[src/rtl/trap_pkg.sv]
// Shared constants and the queued trap record for the trap entry controller.
// Assumes a 32-bit machine word and 5-bit trap codes.
package trap_pkg;
    localparam int XLEN   = 32;
    localparam int CODE_W = 5;

    localparam logic [1:0] PRIV_MACH = 2'b11;
    localparam logic [1:0] VEC_MODE  = 2'b01;

    localparam logic [1:0] SEL_TVEC   = 2'd0;
    localparam logic [1:0] SEL_STATUS = 2'd1;
    localparam logic [1:0] SEL_CMP_LO = 2'd2;
    localparam logic [1:0] SEL_CMP_HI = 2'd3;

    localparam int EN_BIT     = 3;
    localparam int PREV_EN_BIT = 7;
    localparam int PREV_PRIV_LSB = 11;

    localparam logic [CODE_W-1:0] TIMER_CODE = CODE_W'(7);

    typedef struct packed {
        logic              is_irq;
        logic [CODE_W-1:0] code;
        logic [XLEN-2:0]   cause;
        logic [XLEN-1:0]   tval;
    } trap_rec_t;
endpackage

[src/rtl/trap_lifo.sv]
// Pending trap store: last in, first out, DEPTH entries.
// Assumes at most one pop and two pushes per cycle; the pop applies to the old top,
// then push_a and push_b enter in that order. A push into a full store is dropped
// and sets the sticky overflow flag.
module trap_lifo
    import trap_pkg::*;
#(
    parameter int DEPTH = 4
) (
    input  logic      clk,
    input  logic      rst_n,
    input  logic      pop,
    input  logic      push_a,
    input  trap_rec_t rec_a,
    input  logic      push_b,
    input  trap_rec_t rec_b,
    output trap_rec_t top_o,
    output logic      nonempty_o,
    output logic      overflow_o
);
    localparam int CW = $clog2(DEPTH + 1);

    trap_rec_t      slot_q [DEPTH];
    trap_rec_t      slot_n [DEPTH];
    logic [CW-1:0]  cnt_q, cnt_n;
    logic           ovf_q, ovf_n;

    // Next-state of the store: pop first, then the two pushes in order.
    always_comb begin
        slot_n = slot_q;
        cnt_n  = cnt_q;
        ovf_n  = ovf_q;
        if (pop && cnt_n != '0) cnt_n = cnt_n - CW'(1);
        if (push_a) begin
            if (cnt_n < CW'(DEPTH)) begin
                for (int i = 0; i < DEPTH; i++)
                    if (CW'(i) == cnt_n) slot_n[i] = rec_a;
                cnt_n = cnt_n + CW'(1);
            end else begin
                ovf_n = 1'b1;
            end
        end
        if (push_b) begin
            if (cnt_n < CW'(DEPTH)) begin
                for (int i = 0; i < DEPTH; i++)
                    if (CW'(i) == cnt_n) slot_n[i] = rec_b;
                cnt_n = cnt_n + CW'(1);
            end else begin
                ovf_n = 1'b1;
            end
        end
    end

    // Register the store, its fill count and the overflow flag.
    always_ff @(posedge clk) begin
        if (!rst_n) begin
            cnt_q <= '0;
            ovf_q <= 1'b0;
            for (int i = 0; i < DEPTH; i++) slot_q[i] <= '0;
        end else begin
            cnt_q  <= cnt_n;
            ovf_q  <= ovf_n;
            slot_q <= slot_n;
        end
    end

    // Select the most recently stored entry.
    always_comb begin
        top_o = '0;
        for (int i = 0; i < DEPTH; i++)
            if (CW'(i + 1) == cnt_q) top_o = slot_q[i];
    end

    assign nonempty_o = (cnt_q != '0);
    assign overflow_o = ovf_q;
endmodule

[src/rtl/trap_timer.sv]
// Timer source: a 64-bit count advancing once per TICK_DIV clocks, a 64-bit compare
// value written in halves, and an armed flag. Fires a one-cycle request when armed
// and the compare value is strictly below the count, then disarms. A compare write
// re-arms and suppresses firing in that cycle.
module trap_timer
    import trap_pkg::*;
#(
    parameter int TICK_DIV = 3
) (
    input  logic            clk,
    input  logic            rst_n,
    input  logic            wr_lo,
    input  logic            wr_hi,
    input  logic [XLEN-1:0] wdata,
    output logic [63:0]     count_o,
    output logic [63:0]     cmp_o,
    output logic            armed_o,
    output logic            fire_o
);
    localparam int PW = (TICK_DIV > 1) ? $clog2(TICK_DIV) : 1;

    logic [PW-1:0] pre_q;
    logic [63:0]   count_q, cmp_q;
    logic          armed_q;
    logic          tick, cmp_wr;

    assign tick   = (pre_q == PW'(TICK_DIV - 1));
    assign cmp_wr = wr_lo | wr_hi;
    assign fire_o = armed_q && (cmp_q < count_q) && !cmp_wr;

    // Prescaler and time count.
    always_ff @(posedge clk) begin
        if (!rst_n) begin
            pre_q   <= '0;
            count_q <= '0;
        end else begin
            pre_q <= tick ? '0 : pre_q + PW'(1);
            if (tick) count_q <= count_q + 64'd1;
        end
    end

    // Compare value halves and the arm flag.
    always_ff @(posedge clk) begin
        if (!rst_n) begin
            cmp_q   <= '1;
            armed_q <= 1'b0;
        end else begin
            if (wr_lo) cmp_q[31:0]  <= wdata;
            if (wr_hi) cmp_q[63:32] <= wdata;
            if (cmp_wr)      armed_q <= 1'b1;
            else if (fire_o) armed_q <= 1'b0;
        end
    end

    assign count_o = count_q;
    assign cmp_o   = cmp_q;
    assign armed_o = armed_q;
endmodule

[src/rtl/trap_vector.sv]
// Handler address from the vector register: mode 1 adds four times the code to
// the aligned base; modes 0, 2 and 3 use the register value unchanged.
module trap_vector
    import trap_pkg::*;
(
    input  logic [XLEN-1:0]   tvec,
    input  logic [CODE_W-1:0] code,
    output logic [XLEN-1:0]   pc_o
);
    logic [XLEN-1:0] base;
    assign base = {tvec[XLEN-1:2], 2'b00};

    // Choose vectored or direct target.
    always_comb begin
        if (tvec[1:0] == VEC_MODE) pc_o = base + (XLEN'(code) << 2);
        else                       pc_o = tvec;
    end
endmodule

[src/rtl/trap_entry_ctrl.sv]
// Machine-mode trap entry controller. Queues external and timer requests in a LIFO
// and, when the global enable is set and something is pending, performs the whole
// entry (status save, cause/epc/tval capture, privilege switch, redirect) in one
// clock edge. Assumes the core samples trap_taken and redirect_pc on the following
// cycle and that cur_pc/cur_priv are valid every cycle.
module trap_entry_ctrl
    import trap_pkg::*;
#(
    parameter int DEPTH    = 4,
    parameter int TICK_DIV = 3
) (
    input  logic              clk,
    input  logic              rst_n,
    input  logic [XLEN-1:0]   cur_pc,
    input  logic [1:0]        cur_priv,
    input  logic              req_valid,
    input  logic              req_irq,
    input  logic [CODE_W-1:0] req_code,
    input  logic [XLEN-2:0]   req_cause,
    input  logic [XLEN-1:0]   req_tval,
    input  logic              csr_we,
    input  logic [1:0]        csr_sel,
    input  logic [XLEN-1:0]   csr_wdata,
    output logic [XLEN-1:0]   csr_rdata,
    output logic              trap_taken,
    output logic [XLEN-1:0]   redirect_pc,
    output logic [1:0]        redirect_priv,
    output logic [XLEN-1:0]   mcause_o,
    output logic [XLEN-1:0]   mepc_o,
    output logic [XLEN-1:0]   mtval_o,
    output logic              mie_o,
    output logic              mpie_o,
    output logic [1:0]        mpp_o,
    output logic              timer_armed_o,
    output logic              overflow_o,
    output logic [63:0]       mtime_o
);
    logic [XLEN-1:0] mtvec_q;
    logic [63:0]     tcmp_q;
    logic            en_q, prev_en_q;
    logic [1:0]      prev_priv_q;
    logic            take, pending, timer_fire;
    trap_rec_t       ext_rec, tmr_rec, top_rec;
    logic [XLEN-1:0] vec_pc;

    assign ext_rec = '{is_irq: req_irq, code: req_code, cause: req_cause, tval: req_tval};
    assign tmr_rec = '{is_irq: 1'b1, code: TIMER_CODE, cause: (XLEN-1)'(TIMER_CODE), tval: '0};
    assign take    = pending && en_q;

    trap_lifo #(.DEPTH(DEPTH)) lifo_i (
        .clk        (clk),
        .rst_n      (rst_n),
        .pop        (take),
        .push_a     (req_valid),
        .rec_a      (ext_rec),
        .push_b     (timer_fire),
        .rec_b      (tmr_rec),
        .top_o      (top_rec),
        .nonempty_o (pending),
        .overflow_o (overflow_o)
    );

    trap_timer #(.TICK_DIV(TICK_DIV)) timer_i (
        .clk     (clk),
        .rst_n   (rst_n),
        .wr_lo   (csr_we && csr_sel == SEL_CMP_LO),
        .wr_hi   (csr_we && csr_sel == SEL_CMP_HI),
        .wdata   (csr_wdata),
        .count_o (mtime_o),
        .cmp_o   (tcmp_q),
        .armed_o (timer_armed_o),
        .fire_o  (timer_fire)
    );

    trap_vector vec_i (
        .tvec (mtvec_q),
        .code (top_rec.code),
        .pc_o (vec_pc)
    );

    // Vector register: written only through the CSR port.
    always_ff @(posedge clk) begin
        if (!rst_n)                             mtvec_q <= '0;
        else if (csr_we && csr_sel == SEL_TVEC) mtvec_q <= csr_wdata;
    end

    // Status fields: trap entry takes precedence over a software write.
    always_ff @(posedge clk) begin
        if (!rst_n) begin
            en_q        <= 1'b0;
            prev_en_q   <= 1'b0;
            prev_priv_q <= 2'b00;
        end else if (take) begin
            prev_en_q   <= en_q;
            prev_priv_q <= cur_priv;
            en_q        <= 1'b0;
        end else if (csr_we && csr_sel == SEL_STATUS) begin
            en_q        <= csr_wdata[EN_BIT];
            prev_en_q   <= csr_wdata[PREV_EN_BIT];
            prev_priv_q <= csr_wdata[PREV_PRIV_LSB +: 2];
        end
    end

    // Trap record registers and redirect strobe.
    always_ff @(posedge clk) begin
        if (!rst_n) begin
            trap_taken    <= 1'b0;
            redirect_pc   <= '0;
            redirect_priv <= 2'b00;
            mcause_o      <= '0;
            mepc_o        <= '0;
            mtval_o       <= '0;
        end else begin
            trap_taken <= take;
            if (take) begin
                redirect_pc   <= vec_pc;
                redirect_priv <= PRIV_MACH;
                mcause_o      <= {top_rec.is_irq, top_rec.cause};
                mepc_o        <= cur_pc;
                mtval_o       <= top_rec.tval;
            end
        end
    end

    // CSR read multiplexer.
    always_comb begin
        csr_rdata = '0;
        unique case (csr_sel)
            SEL_TVEC:   csr_rdata = mtvec_q;
            SEL_STATUS: begin
                csr_rdata[EN_BIT]              = en_q;
                csr_rdata[PREV_EN_BIT]         = prev_en_q;
                csr_rdata[PREV_PRIV_LSB +: 2]  = prev_priv_q;
            end
            SEL_CMP_LO: csr_rdata = tcmp_q[31:0];
            SEL_CMP_HI: csr_rdata = tcmp_q[63:32];
            default:    csr_rdata = '0;
        endcase
    end

    assign mie_o  = en_q;
    assign mpie_o = prev_en_q;
    assign mpp_o  = prev_priv_q;
endmodule

[config.mk]
export PLATFORM = sky130hd
export DESIGN_NAME = trap_entry_ctrl
export DESIGN_NICKNAME = d
export VERILOG_FILES = /design/src/rtl/trap_pkg.sv /design/src/rtl/trap_lifo.sv /design/src/rtl/trap_timer.sv /design/src/rtl/trap_vector.sv /design/src/rtl/trap_entry_ctrl.sv
export SDC_FILE = /design/constraint.sdc
export NUM_CORES = 1
export LEC_CHECK = 0
export BUFFER_PORTS_ARGS = -buffer_cell sky130_fd_sc_hd__buf_2
export CAP_MARGIN = 20
export CORE_ASPECT_RATIO = 1.25
export CORE_MARGIN = 2
export CORE_UTILIZATION = 55
export CTS_CLUSTER_DIAMETER = 60
export CTS_CLUSTER_SIZE = 20
export DETAILED_ROUTE_END_ITERATION = 6
export GPL_ROUTABILITY_DRIVEN = 1
export GPL_TIMING_DRIVEN = 0
export PLACE_DENSITY = 0.77
export SYNTH_ARGS = -nofsm -noshare
export SYNTH_HDL_FRONTEND = slang
export SYNTH_SLANG_ARGS = --single-unit
[constraint.sdc]
create_clock -name clk -period 4.8 [get_ports clk]
set_input_delay 0.24 -clock clk [delete_from_list [all_inputs] [get_ports clk]]
set_output_delay 0.24 -clock clk [all_outputs]
set_load 0.05 [all_outputs]
==> results of run 1 <==
-- worst paths after layout --
check,endpoint,slack [ns],from,cells past startpoint
setup reg to reg,redirect_pc[30],0.31,lifo_i.cnt_q[0],18
setup / recovery,redirect_pc[30],0.31,lifo_i.cnt_q[0],18
hold reg to reg,timer_i.pre_q[0],0.42,timer_i.pre_q[0],1
hold / removal,timer_i.armed_o,0.07,csr_sel[1],3
-- flip-flops by register name (all words and copies together) (netlist names) --
register,flops
lifo_i.slot_q,276
timer_i.cmp_o,64
timer_i.count_o,64
mcause_o,32
mepc_o,32
mtval_o,32
mtvec_q,32
redirect_pc,32
lifo_i.cnt_q,3
mpp_o,2
timer_i.pre_q,2
lifo_i.overflow_o,1
mie_o,1
mpie_o,1
redirect_priv,1
timer_i.armed_o,1
trap_taken,1
-- layer usage --
metal  vias to the layer above  global-route usage [%]  share of wire [%]
met5                         -                       0              0.027
met1                     11990                   40.95                 37
met3                       329                   6.526                7.7
met4                         4                   22.92                7.3
met2                      1105                   59.21                 48
li1                      12000                       -                  -
-- critical path, cell delays in order, from the launching register on --
cell and delay, ns:
dfxtp_1 0.36, inv_1 0.12, ha_1 0.23, nor2b_1 0.15
clkbuf_2 0.26, clkbuf_2 0.29, clkbuf_2 0.31, a22oi_1 0.11
o21ai_0 0.33, ha_1 0.24, inv_1 0.06, fa_1 0.37
nor2b_1 0.16, o21ai_0 0.15, a21boi_2 0.29, o2111ai_1 0.35
nor3_1 0.34, xnor2_1 0.15, a21oi_1 0.08
-- cells in the mapped netlist (6+ instances only) --
master / n / share of area [%]
dfxtp_1: 577 / 44
nand2_1: 554 / 7.9
nand3_1: 286 / 5.4
a21oi_1: 274 / 5.2
nor2_1: 224 / 3.2
clkbuf_1: 194 / 2.8
mux2i_1: 127 / 4.8
inv_1: 89 / 1.3
ha_1: 83 / 3.9
a211oi_1: 74 / 2.1
a22oi_1: 73 / 2.1
o21ai_0: 73 / 1.4
a221oi_1: 67 / 2.2
xnor2_1: 62 / 2.1
a21oi_2: 60 / 2.0
nor2_4: 59 / 2.5
nand4_1: 32 / 0.76
buf_2: 23 / 0.44
nor3_1: 23 / 0.44
or3_1: 16 / 0.38
and3_1: 15 / 0.36
and4_1: 11 / 0.37
a311oi_1: 10 / 0.33
buf_1: 10 / 0.14
buf_6: 8 / 0.34
buf_12: 6 / 0.46
nand2b_1: 6 / 0.14
nor2b_1: 6 / 0.14
nor4_1: 6 / 0.14
o211ai_1: 6 / 0.17
-- repair_timing --
action                                  in CTS  in global routing
resized for setup                            5                  7
endpoints found under the hold margin      390                  0
endpoints found under the setup margin      20                 11
hold buffers                               135                  0
-- area by class of cell --
type                    count  share of cell area (%)
diodes                      6                 0.04727
plain buffers             242                   3.490
clock buffers              45                   3.372
clock inverters            14                  0.6657
inverters                  89                   1.052
multi-input cells        2220                   42.23
flip-flops and latches    577                   36.37
well taps                 637                   2.509
repair buffers            512                   10.27
-- stage by stage --
| step | worst slack, ns | power (uW) | cell area (um2) |
|---|---|---|---|
| 4_1_cts | 0.1335 | 10750 | 31730 |
| 5_1_grt | 0.02081 | 11150 | 31760 |
| 2_1_floorplan | 0.7481 | 6495 | 26390 |
| 3_5_place_dp | -0.6297 | 7127 | 29090 |
| 6_report | 0.3148 | 10760 | 31760 |
| 3_3_place_gp | -0.9146 | 7086 | 29050 |
-- cell usage in the layout (no fill, tap or decap), types with 6 or more instances in the layout --
cell / synthesis / final
nor2_4: 59 / 59
buf_12: 6 / 6
dlygate4sd3_1: 0 / 135
o211ai_1: 6 / 6
or3_1: 16 / 16
clkbuf_1: 194 / 190
a22oi_1: 73 / 73
dfxtp_1: 577 / 577
nand2b_1: 6 / 6
a311oi_1: 10 / 10
nor2b_1: 6 / 6
nand2_1: 554 / 554
nor3_1: 23 / 23
mux2i_1: 127 / 127
and4_1: 11 / 11
inv_1: 89 / 89
ha_1: 83 / 83
nor2_1: 224 / 223
and3_1: 15 / 15
a211oi_1: 74 / 74
buf_2: 23 / 398
diode_2: 0 / 6
o21ai_0: 73 / 73
a21oi_2: 60 / 60
nand4_1: 32 / 32
xnor2_1: 62 / 62
buf_1: 10 / 9
buf_6: 8 / 8
nor4_1: 6 / 6
a221oi_1: 67 / 67
nand3_1: 286 / 286
clkbuf_16: 0 / 41
a21oi_1: 274 / 274
-- logic make-up (layout without fill, tap and decap cells) --
family / Yosys count / in the layout / synth area share [%]
compound gates: 670 / 670 / 16.53
xor+xnor: 66 / 66 / 2.191
fa+ha+maj: 84 / 84 / 4.011
buf+inv: 332 / 902 / 5.458
flops: 577 / 577 / 43.77
mux: 132 / 132 / 5.202
other cells: 0 / 6 / 0
simple gates: 1268 / 1268 / 22.83
-- power by group --
part | total, uW | internal (uW) | switching, uW
Clock | 3610 | 1840 | 1770
Sequential | 5190 | 5030 | 163
Combinational | 1960 | 603 | 1360
Total | 10800 | 7470 | 3300
==> qor.txt, run 1 <==
status: finished, final reports clean
Top FF cell, synth: dfxtp_1
First-pass DRT Iterations: 6
area grow syn2layout: 20.37%
Tcrit/Tclk final: 93.44%
Worst slew margin: 26.20%
Inst Count DP: 4,142
Rows: 89
IO buf count: 373
WP data required: 5.23 ns
GRT Overall Usage: 35.31%
Sink Count: 577
RSZ-0062 raised after global routing: false
die height: 248.9 um
pin count of the biggest net entering global routing: 21
register area: 11,550 um2
Clock Latency Late Sink: 0.59 ns
first-pass GRT wire length: 137.2 mm
gpl congestion: 1.007
initial antenna violation count: 8
clk root buf: clkbuf_16
final hold violations: 0
width of the die: 199.9 um
Finished Core Util: 67.11%
via count: 25,430
core area: 47,330 um2
CTS tree: yes
share of layout cells above drive strength 1: 16.82%
Reg clk slew, reported paths: 0.08 ns
I/O pin total: 374
Distinct cells, synth: 67
fin cells: 4,342
Num CTS Buffers: 39
vias in the first global route: 24,560
mapped cell area: 26,390 um2
Initial Utilization: 55.76%
H-tree levels: 2
Mean Syn Cell Area: 8.433 um2
worst ir drop on vdd: 0.0002821 V
final slew viol count: 0
Max Fclk: 223.0 MHz
Hold Slack: 0.07130 ns
DRT Wirelength: 89.66 mm
WP data arrival: 4.92 ns
HP Class: input pin to register
Synth Instances: 3,129
pwr dens: 338.9 nW/um2
area of the multi-input gates: 13,410 um2
Synth async-reset ratio: 0%
Routed Antenna Nets: 0
number of enable flip-flop cells after synthesis: 0
Post-CTS Setup Inserts: 0
Remaining DRCs: 0
DR iter-0 viols: 1,739
Worst Skew: 0.02797 ns
GRT overflow: 0
fill count: 4,140
syn nets: 3,354
synth warn: 0
crit end category: register
Worst-Margin Slew: 1.097 ns
MaxCap Viol Count: 0
worst setup path class: register to register
Die Area: 49,760 um2
final setup vio count: 0
wire per inst: 20.65 um
Setup crit start kind: register
CP max FO: 10
# nets final: 3,906
Max Root-Sink Buffers: 3
Lkg Pwr: 0.01204 uW
Setup TNS: 0 ns
sequential share of the synthesized area: 43.77%
register bit total from synthesis: 577
placed wire-length estimate: 66.30 mm
crit path time final: 4.485 ns
vias per cell: 5.857
Power figures use the tool's default switching activity.
==> inputs of run 2 (changes only) <==
Settings changed: PLACE_DENSITY 0.77 to 0.79.
==> qor.txt, run 2 (synthesis results as in run 1) <==
status: finished, violations left (was finished, final reports clean)
failing checks: DRC
crit end category: register (unchanged)
Initial Utilization: 55.76% (unchanged)
leading cell types in the layout, fill and taps excluded: dfxtp_1 (577), nand2_1 (554), buf_2 (399) (was dfxtp_1 (577), nand2_1 (554), buf_2 (398))
area grow syn2layout: 20.20% (was 20.37%)
GRT overflow: 0 (unchanged)
fill count: 3,930 (was 4,140)
RSZ-0062 raised after global routing: false (unchanged)
Sink Count: 577 (unchanged)
IO buf count: 373 (unchanged)
Die Area: 49,760 um2 (unchanged)
initial antenna violation count: 3 (was 8)
share of layout cells above drive strength 1: 16.90% (was 16.82%)
Worst-Margin Slew: 1.087 ns (was 1.097 ns)
clk root buf: clkbuf_16 (unchanged)
max FFs per register: 276 (unchanged)
HP Class: input pin to register (unchanged)
Reg clk slew, reported paths: 0.08 ns (about the same)
placed wire-length estimate: 66.27 mm (was 66.30 mm)
Finished Core Util: 67.02% (was 67.11%)
commonest non-fill, non-tap cell in the layout: dfxtp_1 (unchanged)
wire per inst: 20.62 um (was 20.65 um)
WP data required: 5.34 ns (was 5.23 ns)
core area: 47,330 um2 (unchanged)
final hold violations: 0 (unchanged)
Lkg Pwr: 0.01202 uW (was 0.01204 uW)
worst ir drop on vdd: 0.0003661 V (was 0.0002821 V)
Rows: 89 (unchanged)
DRT Wirelength: 89.57 mm (was 89.66 mm)
Tcrit/Tclk final: 92.85% (was 93.44%)
WP data arrival: 5.00 ns (was 4.92 ns)
Clock Latency Late Sink: 0.60 ns (was 0.59 ns)
MaxCap Viol Count: 0 (unchanged)
pwr dens: 336.8 nW/um2 (was 338.9 nW/um2)
die height: 248.9 um (unchanged)
gpl congestion: 1.006 (was 1.007)
crit path time final: 4.457 ns (was 4.485 ns)
DR iter-0 viols: 1,849 (was 1,739)
DP Area: 29,080 um2 (was 29,090 um2)
Reg with most FFs: lifo_i.slot_q (unchanged)
Post-CTS Setup Inserts: 0 (unchanged)
Max Root-Sink Buffers: 3 (unchanged)
Num CTS Buffers: 40 (was 39)
vias in the first global route: 24,320 (was 24,560)
Max Fclk: 224.4 MHz (was 223.0 MHz)
final setup vio count: 0 (unchanged)
post-route cell area: 31,720 um2 (was 31,760 um2)
Worst Skew: 0.03335 ns (was 0.02797 ns)
Remaining DRCs: 3 (was 0)
CTS tree: yes (unchanged)
pin count of the biggest net entering global routing: 21 (unchanged)
width of the die: 199.9 um (unchanged)
CP max FO: 10 (unchanged)
worst setup path class: register to register (unchanged)
I/O pin total: 374 (unchanged)
Worst slew margin: 27.50% (was 26.20%)
H-tree levels: 2 (unchanged)
Inst Count DP: 4,142 (unchanged)
fin cells: 4,344 (was 4,342)
GRT Overall Usage: 34.93% (was 35.31%)
final slew viol count: 0 (unchanged)
via count: 25,480 (was 25,430)
Routed Antenna Nets: 0 (unchanged)
Setup TNS: 0 ns (unchanged)
vias per cell: 5.865 (was 5.857)
First-pass DRT Iterations: 7 (was 6)
# nets final: 3,906 (unchanged)
first-pass GRT wire length: 135.9 mm (was 137.2 mm)
Setup crit start kind: register (unchanged)
## run 2: cell types whose count changed in the layout (fill, tap and decap cells not counted), sizes merged
| cell | previous run | this run |
|---|---|---|
| bufinv | 4 | 1 |
| clkbuf | 238 | 239 |
| clkinv | 4 | 6 |
| clkinvlp | 0 | 2 |
| diode | 6 | 3 |
| inv | 95 | 98 |
## run 2: critical path, cell delays in order, from the launching register on
cell	delay (ns)
dfxtp_1	0.36
inv_1	0.12
ha_1	0.18
inv_1	0.07
o21ai_1	0.84
a21boi_0	0.41
ha_1	0.31
clkbuf_1	0.39
nand2_1	0.55
buf_2	0.40
clkbuf_1	0.45
nand2_1	0.17
a21oi_2	0.16
## run 2: report_power, final
group,switching [uW],total (uW),internal (uW),leakage [uW]
Clock,1820,3530,1700,0.000617
Sequential,164,5190,5030,0.00468
Combinational,1360,1970,601,0.00672
## run 2: worst paths after layout
kind / from / slack [ns] / to / depth (start not counted)
hold reg to reg: timer_i.pre_q[0] / 0.41 / timer_i.pre_q[0] / 1
hold / removal: req_valid / 0.04 / lifo_i.cnt_q[2] / 3
setup reg to reg: lifo_i.cnt_q[0] / 0.34 / lifo_i.slot_q[90] / 12
setup / recovery: lifo_i.cnt_q[0] / 0.34 / lifo_i.slot_q[90] / 12
## run 2: metrics by stage
step                      hold slack (ns)  total power (uW)  setup WS, ns
final                             0.03525             10680        0.3433
after global routing              0.03264             11060       0.08883
after CTS                         0.05325             10660       0.09181
after detailed placement           0.4045              7121       -0.7428
after global placement             0.4010              7084        -1.030
after floorplan                    0.3640              6495        0.7481
## run 2: layer usage
metal  routed length (um)  up-vias  GRT usage (%)
met2                43560     1151          59.92
met4                 5575        0          20.17
met1                33630    12030          40.59
li1                     -    12010              -
met3                 6807      288          6.066
met5                    0        -              0
## run 2: what timing repair did
action	4_1_cts	5_1_grt
resized for setup	5	11
setup endpoints to repair	22	13
hold endpoints to repair	394	0
hold buffers	135	0
## run 2: area by class of cell
class / instances / area, um2 / area share, %
diodes: 3 / 7.507 / 0.02367
repair buffers: 512 / 3251 / 10.25
well taps: 637 / 797.0 / 2.513
multi-input cells: 2220 / 13410 / 42.29
clock inverters: 18 / 180.2 / 0.5680
plain buffers: 241 / 1105 / 3.483
clock buffers: 47 / 1079 / 3.400
flip-flops and latches: 577 / 11550 / 36.42
inverters: 89 / 334.1 / 1.053
